## config.mk

```make
export PLATFORM = sky130hd
export DESIGN_NAME = sram_async_ctrl
export DESIGN_NICKNAME = d
export VERILOG_FILES = /design/src/rtl/sram_ctrl_pkg.sv /design/src/rtl/sram_refresh_timer.sv /design/src/rtl/sram_access_seq.sv /design/src/rtl/sram_pin_drive.sv /design/src/rtl/sram_async_ctrl.sv
export SDC_FILE = /design/constraint.sdc
export NUM_CORES = 1
export LEC_CHECK = 0
export BUFFER_PORTS_ARGS = -buffer_cell sky130_fd_sc_hd__buf_2
export CORE_ASPECT_RATIO = 1.75
export CORE_MARGIN = 2
export CORE_UTILIZATION = 45
export DETAILED_ROUTE_END_ITERATION = 16
export PLACE_DENSITY = 0.77
export SLEW_MARGIN = 30
export SYNTH_ARGS = -nofsm -noshare
export SYNTH_HDL_FRONTEND = slang
export SYNTH_SLANG_ARGS = --single-unit
```

## constraint.sdc

```tcl
create_clock -name clk -period 4.5 [get_ports clk]
set_clock_uncertainty 0.2 [all_clocks]
set_input_delay 1.125 -clock clk [delete_from_list [all_inputs] [get_ports clk]]
set_output_delay 1.125 -clock clk [all_outputs]
set_load 0.01 [all_outputs]
```

## src/rtl/sram_ctrl_pkg.sv

```systemverilog
package sram_ctrl_pkg;

  typedef enum logic [2:0] {
    ST_IDLE,
    ST_TURN,
    ST_SETUP,
    ST_STROBE,
    ST_HOLD,
    ST_GAP
  } seq_state_e;

  // Extra strobe cycles beyond the first that cover the device access time.
  function automatic int unsigned strobe_floor(int unsigned access_ps,
                                               int unsigned clk_ps);
    int unsigned cyc;
    cyc = (access_ps + clk_ps - 1) / clk_ps;
    return (cyc > 0) ? cyc - 1 : 0;
  endfunction

  // Cycles from a chip-select low run start to its end, for the largest wait.
  function automatic int unsigned longest_cs_run(int unsigned wait_w);
    return (1 << wait_w) + 2;
  endfunction

endpackage

```

## src/rtl/sram_refresh_timer.sv

```systemverilog
module sram_refresh_timer #(
  parameter bit REF_EN       = 1'b1,
  parameter int REF_INTERVAL = 1400
) (
  input  logic clk,
  input  logic rst_n,
  input  logic gap_start,
  output logic ref_pend
);
  localparam int CW = (REF_INTERVAL > 2) ? $clog2(REF_INTERVAL) : 1;

  generate
    if (REF_EN) begin : g_timer
      logic [CW-1:0] tick;
      logic          wrap;
      assign wrap = (tick == CW'(REF_INTERVAL - 1));

      always_ff @(posedge clk or negedge rst_n) begin
        if (!rst_n) begin
          tick     <= '0;
          ref_pend <= 1'b0;
        end else begin
          tick <= wrap ? '0 : tick + 1'b1;
          if (wrap)           ref_pend <= 1'b1;
          else if (gap_start) ref_pend <= 1'b0;
        end
      end
    end else begin : g_none
      assign ref_pend = 1'b0;
    end
  endgenerate
endmodule

```

## src/rtl/sram_access_seq.sv

```systemverilog
module sram_access_seq
  import sram_ctrl_pkg::*;
#(
  parameter int ADDR_W    = 17,
  parameter int DATA_W    = 8,
  parameter int WAIT_W    = 4,
  parameter int ACCESS_PS = 15000,
  parameter int CLK_PS    = 10000,
  parameter int REF_GAP   = 3
) (
  input  logic              clk,
  input  logic              rst_n,
  input  logic              req_valid,
  input  logic              req_sel,
  input  logic              req_write,
  input  logic [ADDR_W-1:0] req_addr,
  input  logic [DATA_W-1:0] req_wdata,
  input  logic [WAIT_W-1:0] cfg_wait,
  input  logic              ref_pend,
  input  logic [DATA_W-1:0] mem_dq_i,
  output seq_state_e        state,
  output logic              wr_q,
  output logic              busy,
  output logic              done,
  output logic [DATA_W-1:0] rd_data,
  output logic [ADDR_W-1:0] addr_q,
  output logic [DATA_W-1:0] wdata_q,
  output logic              gap_start,
  output logic              acc_start,
  output logic              strobe_last
);
  localparam int              MINW   = strobe_floor(ACCESS_PS, CLK_PS);
  localparam logic [WAIT_W-1:0] MINW_V = WAIT_W'(MINW);
  localparam int              GW     = $clog2(REF_GAP + 1);

  logic [WAIT_W-1:0] cnt;
  logic [WAIT_W-1:0] eff_wait;
  logic [GW-1:0]     gap_cnt;
  logic              last_rd;

  assign eff_wait    = (cfg_wait < MINW_V) ? MINW_V : cfg_wait;
  assign busy        = (state != ST_IDLE) || ref_pend;
  assign done        = (state == ST_HOLD);
  assign gap_start   = (state == ST_IDLE) && ref_pend;
  assign acc_start   = (state == ST_IDLE) && !ref_pend && req_valid && req_sel;
  assign strobe_last = (state == ST_STROBE) && (cnt == '0);

  always_ff @(posedge clk or negedge rst_n) begin
    if (!rst_n) begin
      state   <= ST_IDLE;
      wr_q    <= 1'b0;
      last_rd <= 1'b0;
      cnt     <= '0;
      gap_cnt <= '0;
      addr_q  <= '0;
      wdata_q <= '0;
      rd_data <= '0;
    end else begin
      unique case (state)
        ST_IDLE: begin
          if (gap_start) begin
            state   <= ST_GAP;
            gap_cnt <= GW'(REF_GAP - 1);
          end else if (acc_start) begin
            addr_q  <= req_addr;
            wdata_q <= req_wdata;
            wr_q    <= req_write;
            cnt     <= eff_wait;
            state   <= (req_write && last_rd) ? ST_TURN : ST_SETUP;
          end
        end
        ST_TURN:  state <= ST_SETUP;
        ST_SETUP: state <= ST_STROBE;
        ST_STROBE: begin
          if (strobe_last) begin
            if (!wr_q) rd_data <= mem_dq_i;
            state <= ST_HOLD;
          end else begin
            cnt <= cnt - 1'b1;
          end
        end
        ST_HOLD: begin
          last_rd <= !wr_q;
          state   <= ST_IDLE;
        end
        ST_GAP: begin
          if (gap_cnt == '0) state <= ST_IDLE;
          else               gap_cnt <= gap_cnt - 1'b1;
        end
        default: state <= ST_IDLE;
      endcase
    end
  end
endmodule

```

## src/rtl/sram_pin_drive.sv

```systemverilog
module sram_pin_drive
  import sram_ctrl_pkg::*;
(
  input  seq_state_e state,
  input  logic       wr_q,
  output logic       cs_n,
  output logic       oe_n,
  output logic       we_n,
  output logic       dq_oe
);
  logic in_cycle;
  assign in_cycle = (state == ST_SETUP) || (state == ST_STROBE) || (state == ST_HOLD);
  assign cs_n  = !in_cycle;
  assign oe_n  = !((state == ST_STROBE) && !wr_q);
  assign we_n  = !((state == ST_STROBE) &&  wr_q);
  assign dq_oe = in_cycle && wr_q;
endmodule

```

## src/rtl/sram_async_ctrl.sv

```systemverilog
module sram_async_ctrl
  import sram_ctrl_pkg::*;
#(
  parameter int ADDR_W       = 17,
  parameter int DATA_W       = 8,
  parameter int WAIT_W       = 4,
  parameter int ACCESS_PS    = 15000,
  parameter int CLK_PS       = 10000,
  parameter bit REF_EN       = 1'b1,
  parameter int REF_INTERVAL = 1400,
  parameter int REF_GAP      = 3
) (
  input  logic              clk,
  input  logic              rst_n,
  input  logic              req_valid,
  input  logic              req_sel,
  input  logic              req_write,
  input  logic [ADDR_W-1:0] req_addr,
  input  logic [DATA_W-1:0] req_wdata,
  input  logic [WAIT_W-1:0] cfg_wait,
  output logic              busy,
  output logic              done,
  output logic [DATA_W-1:0] rd_data,
  output logic [ADDR_W-1:0] mem_addr,
  output logic [DATA_W-1:0] mem_dq_o,
  output logic              mem_dq_oe,
  input  logic [DATA_W-1:0] mem_dq_i,
  output logic              mem_cs_n,
  output logic              mem_oe_n,
  output logic              mem_we_n
);
  seq_state_e state;
  logic       wr_q;
  logic       ref_pend;
  logic       gap_start;
  logic       acc_start;
  logic       strobe_last;

  sram_refresh_timer #(
    .REF_EN      (REF_EN),
    .REF_INTERVAL(REF_INTERVAL)
  ) u_timer (
    .clk      (clk),
    .rst_n    (rst_n),
    .gap_start(gap_start),
    .ref_pend (ref_pend)
  );

  sram_access_seq #(
    .ADDR_W   (ADDR_W),
    .DATA_W   (DATA_W),
    .WAIT_W   (WAIT_W),
    .ACCESS_PS(ACCESS_PS),
    .CLK_PS   (CLK_PS),
    .REF_GAP  (REF_GAP)
  ) u_seq (
    .clk        (clk),
    .rst_n      (rst_n),
    .req_valid  (req_valid),
    .req_sel    (req_sel),
    .req_write  (req_write),
    .req_addr   (req_addr),
    .req_wdata  (req_wdata),
    .cfg_wait   (cfg_wait),
    .ref_pend   (ref_pend),
    .mem_dq_i   (mem_dq_i),
    .state      (state),
    .wr_q       (wr_q),
    .busy       (busy),
    .done       (done),
    .rd_data    (rd_data),
    .addr_q     (mem_addr),
    .wdata_q    (mem_dq_o),
    .gap_start  (gap_start),
    .acc_start  (acc_start),
    .strobe_last(strobe_last)
  );

  sram_pin_drive u_pins (
    .state(state),
    .wr_q (wr_q),
    .cs_n (mem_cs_n),
    .oe_n (mem_oe_n),
    .we_n (mem_we_n),
    .dq_oe(mem_dq_oe)
  );
endmodule

```

==> flow_metrics.py <==
metrics = {
    "clock_tree": {
        "clock_tree.root_cell": "clkbuf_8",
        "cts_buffers": 5,
        "ctsHoldBuffers": 0,
        "cts.reportedPaths.clkPinSlew_ns": 0.10,
        "clk_path_buf_depth": 2,
        "htree_levels": 2,
        "cts_tree": "done",
        "cts-resized-gates": 0,
        "insertion_delay_ns": 0.30,
        "clock-sinks": 56,
        "postCtsSetupBuffers": 0,
    },
    "grt": {
        "antenna_found_initial": 0,
        "grt_overflow": 0,
        "grt_pass1_vias": 1961,
        "grt_usage_pct": 18.0,
        "grt_max_degree": 37,
        "grt_pass1_wl_um": 8440,
    },
    "cells_and_area": {
        "diodes": 0,
        "area_growth_syn_to_layout_pct": 21.0,
        "utilization_pct": 56.8,
        "regArea_um2": 1400,
        "final_cells": 410,
        "finish.instance_area_um2": 3010,
        "n_fill_cell": 487,
        "nNetsFinal": 382,
        "drive_gt1_share_pct": 30.4,
        "multi_input_area_um2": 987,
    },
    "yosys": {
        "yosysMostFrequentCell": "nand2_1",
        "synth_fp_nets": 304,
        "synth_common_cells": "nand2_1 (91), dfrtp_1 (56), nor2_1 (13)",
        "yosys.area.top_type": "dfrtp_1",
        "avgSynthCellArea_um2": 9.65,
        "yosys_most_used_dff": "dfrtp_1",
        "synth_seq_area_share_pct": 56.3,
        "yosysUniqueCellTypes": 39,
        "synth-edff-count": 0,
        "async_flop_share_pct": 100,
        "synth_top_area_share_pct": 56.3,
        "yosysWarnings": 0,
        "synth_seq_cells": 56,
        "syn_area_um2": 2490,
        "netlist_instances": 258,
        "synth_area_leaders": "dfrtp_1 (56%), nand2_1 (14%), mux2_2 (3.6%)",
    },
    "power_and_ir_drop": {
        "p_leak_nw": 1.62,
        "ir_drop_mv": 0.257,
        "p_per_area_nw_per_um2": 520,
        "total_power_mw": 1.57,
    },
    "timing": {
        "tightest_slew_ns": 0.892,
        "rsz0062_at_grt": "no",
        "setup_slack_ns": 1.55,
        "slew_viol_final": 0,
        "fin_hold_ws_ns": 0.279,
        "fmax_mhz": 339,
        "period_share_pct": 65.5,
        "finalSetupViolCount": 0,
        "min_period_ns": 2.95,
        "max_slew_margin_pct": 40.0,
        "setup_tns_ns": 0,
        "hold_viol": 0,
    },
    "placed_design": {
        "dp_slack_ns": 1.91,
        "gp_congestion": 0.787,
        "dp_cells": 403,
        "placed_cell_area_um2": 2930,
        "dpl.hpwl_um": 3750,
        "io_buffers": 80,
    },
    "floorplanning": {
        "ios": 81,
        "initial_core_util_pct": 47.0,
        "die_w_um": 60.2,
        "std_cell_rows": 35,
        "core-area_um2": 5300,
        "dieArea_um2": 6160,
        "die_h_um": 102,
    },
    "worst_setup_path": {
        "critical_path_class": "register to output port",
        "cp_top_family": "flip-flops",
        "crit_fanout": 11,
        "cpMaxStageDelayCell": "dfrtp_1",
        "cp_cell_sequence": "inv_1 -> nor3_1 -> a21oi_1 -> nor2b_1 -> buf_2",
        "crit_buf_inv": 2,
        "max_stage_delay_ns": 0.51,
        "critPathLaunchType": "register",
        "reg2regPathDepth": 6,
        "endpoint_kind": "output port",
        "cp.required_ns": 3.17,
        "timing.rr.end": "u_seq.rd_data[1]",
        "r2r_start": "u_seq.cnt[0]",
        "crit_arrival_ns": 1.62,
        "r2r_slack_ns": 2.19,
        "crit_start": "u_seq.state[2]",
    },
    "detailed_routing": {
        "drcViolationCount": 0,
        "drt_iter0_drc": 67,
        "ant_nets": 0,
        "via_per_inst": 4.95,
        "totalWireLength_um": 5040,
        "dr.pass1.iters": 4,
        "vias": 2030,
        "wl_per_cell_um": 12.3,
    },
    "worst_hold_path": {
        "hp-start": "u_seq.wdata_q[3]",
        "hold_depth": 2,
        "worstHoldEndpoint": "u_seq.wdata_q[3]",
        "min_path_type": "register to register",
    },
    "run": {
        "drv_cap": 0,
    },
    "outcome": {
        "status": "completed",
    },
}
[cell usage in the layout, fill, tap and decap left out, types with 2 or more instances in the layout]
cell / netlist / layout
a21oi_1: 8 / 8
a31oi_1: 2 / 2
and3_1: 2 / 2
and3b_1: 2 / 2
buf_2: 4 / 80
buf_4: 0 / 2
clkbuf_8: 0 / 5
dfrtp_1: 56 / 56
ha_1: 4 / 4
inv_1: 8 / 8
mux2_2: 8 / 8
mux2i_1: 2 / 2
nand2_1: 91 / 91
nand2b_1: 3 / 3
nand3_1: 3 / 3
nand4_1: 4 / 4
nor2_1: 13 / 13
nor2_2: 2 / 2
nor2b_1: 2 / 2
nor3_1: 6 / 6
nor3b_1: 2 / 2
nor4_1: 2 / 2
o21ai_0: 4 / 4
o22ai_1: 3 / 3
xnor2_1: 5 / 5
xor2_1: 3 / 3
[sequential cells by signal, summed over array words and instances, names as in the netlist]
name and cells:
u_seq.addr_q 17, u_seq.cnt 4, u_seq.gap_cnt 2, u_seq.last_rd 1
u_seq.rd_data 8, u_seq.state 3, u_seq.wdata_q 8, u_seq.wr_q 1
u_timer.g_timer.tick 11, u_timer.ref_pend 1
[worst reg2reg max path, stage by stage, from the launching register on]
cell	delay [ns]
dfrtp_1	0.43
inv_1	0.10
ha_1	0.15
nor3b_1	0.42
nand2_1	0.16
nor2_2	0.35
mux2_2	0.39
[worst max-delay path by stage]
stage,to,cells after the start
2_1_floorplan,mem_dq_oe,5
3_3_place_gp,u_seq.cnt[0],5
3_5_place_dp,mem_dq_oe,5
4_1_cts,mem_dq_oe,5
5_1_grt,mem_dq_oe,5
6_report,mem_dq_oe,5
[cells by family after synthesis]
kind of cell,count (synthesis),synth area share (%)
simple gates,138,24.6
flops,56,56.3
compound gates,23,5.83
buf+inv,19,4.02
mux,10,4.42
xor+xnor,8,2.82
fa+ha+maj,4,2.01
[metal layers]
layer  up-vias  share of wire (%)  global-route usage [%]
met1       962                 41                    21.7
met4         0                2.4                    8.03
li1        998                  -                       -
met3        11                4.2                    3.29
met2        59                 53                    30.6
met5         -                  0                       0
[layout make-up]
type,instances,share of cell area [%]
inverters,8,0.997
clock inverters,2,0.540
clock buffers,5,2.29
flip-flops and latches,56,46.5
repair buffers,82,13.8
multi-input cells,183,32.8
well taps,74,3.07
[power breakdown]
group / switching, mW / leakage, nW / internal, mW
Combinational: 0.283 / 0.870 / 0.248
Sequential: 0.107 / 0.713 / 0.660
Clock: 0.160 / 0.0406 / 0.109
Total: 0.550 / 1.62 / 1.02
Power figures use the tool's default switching activity.
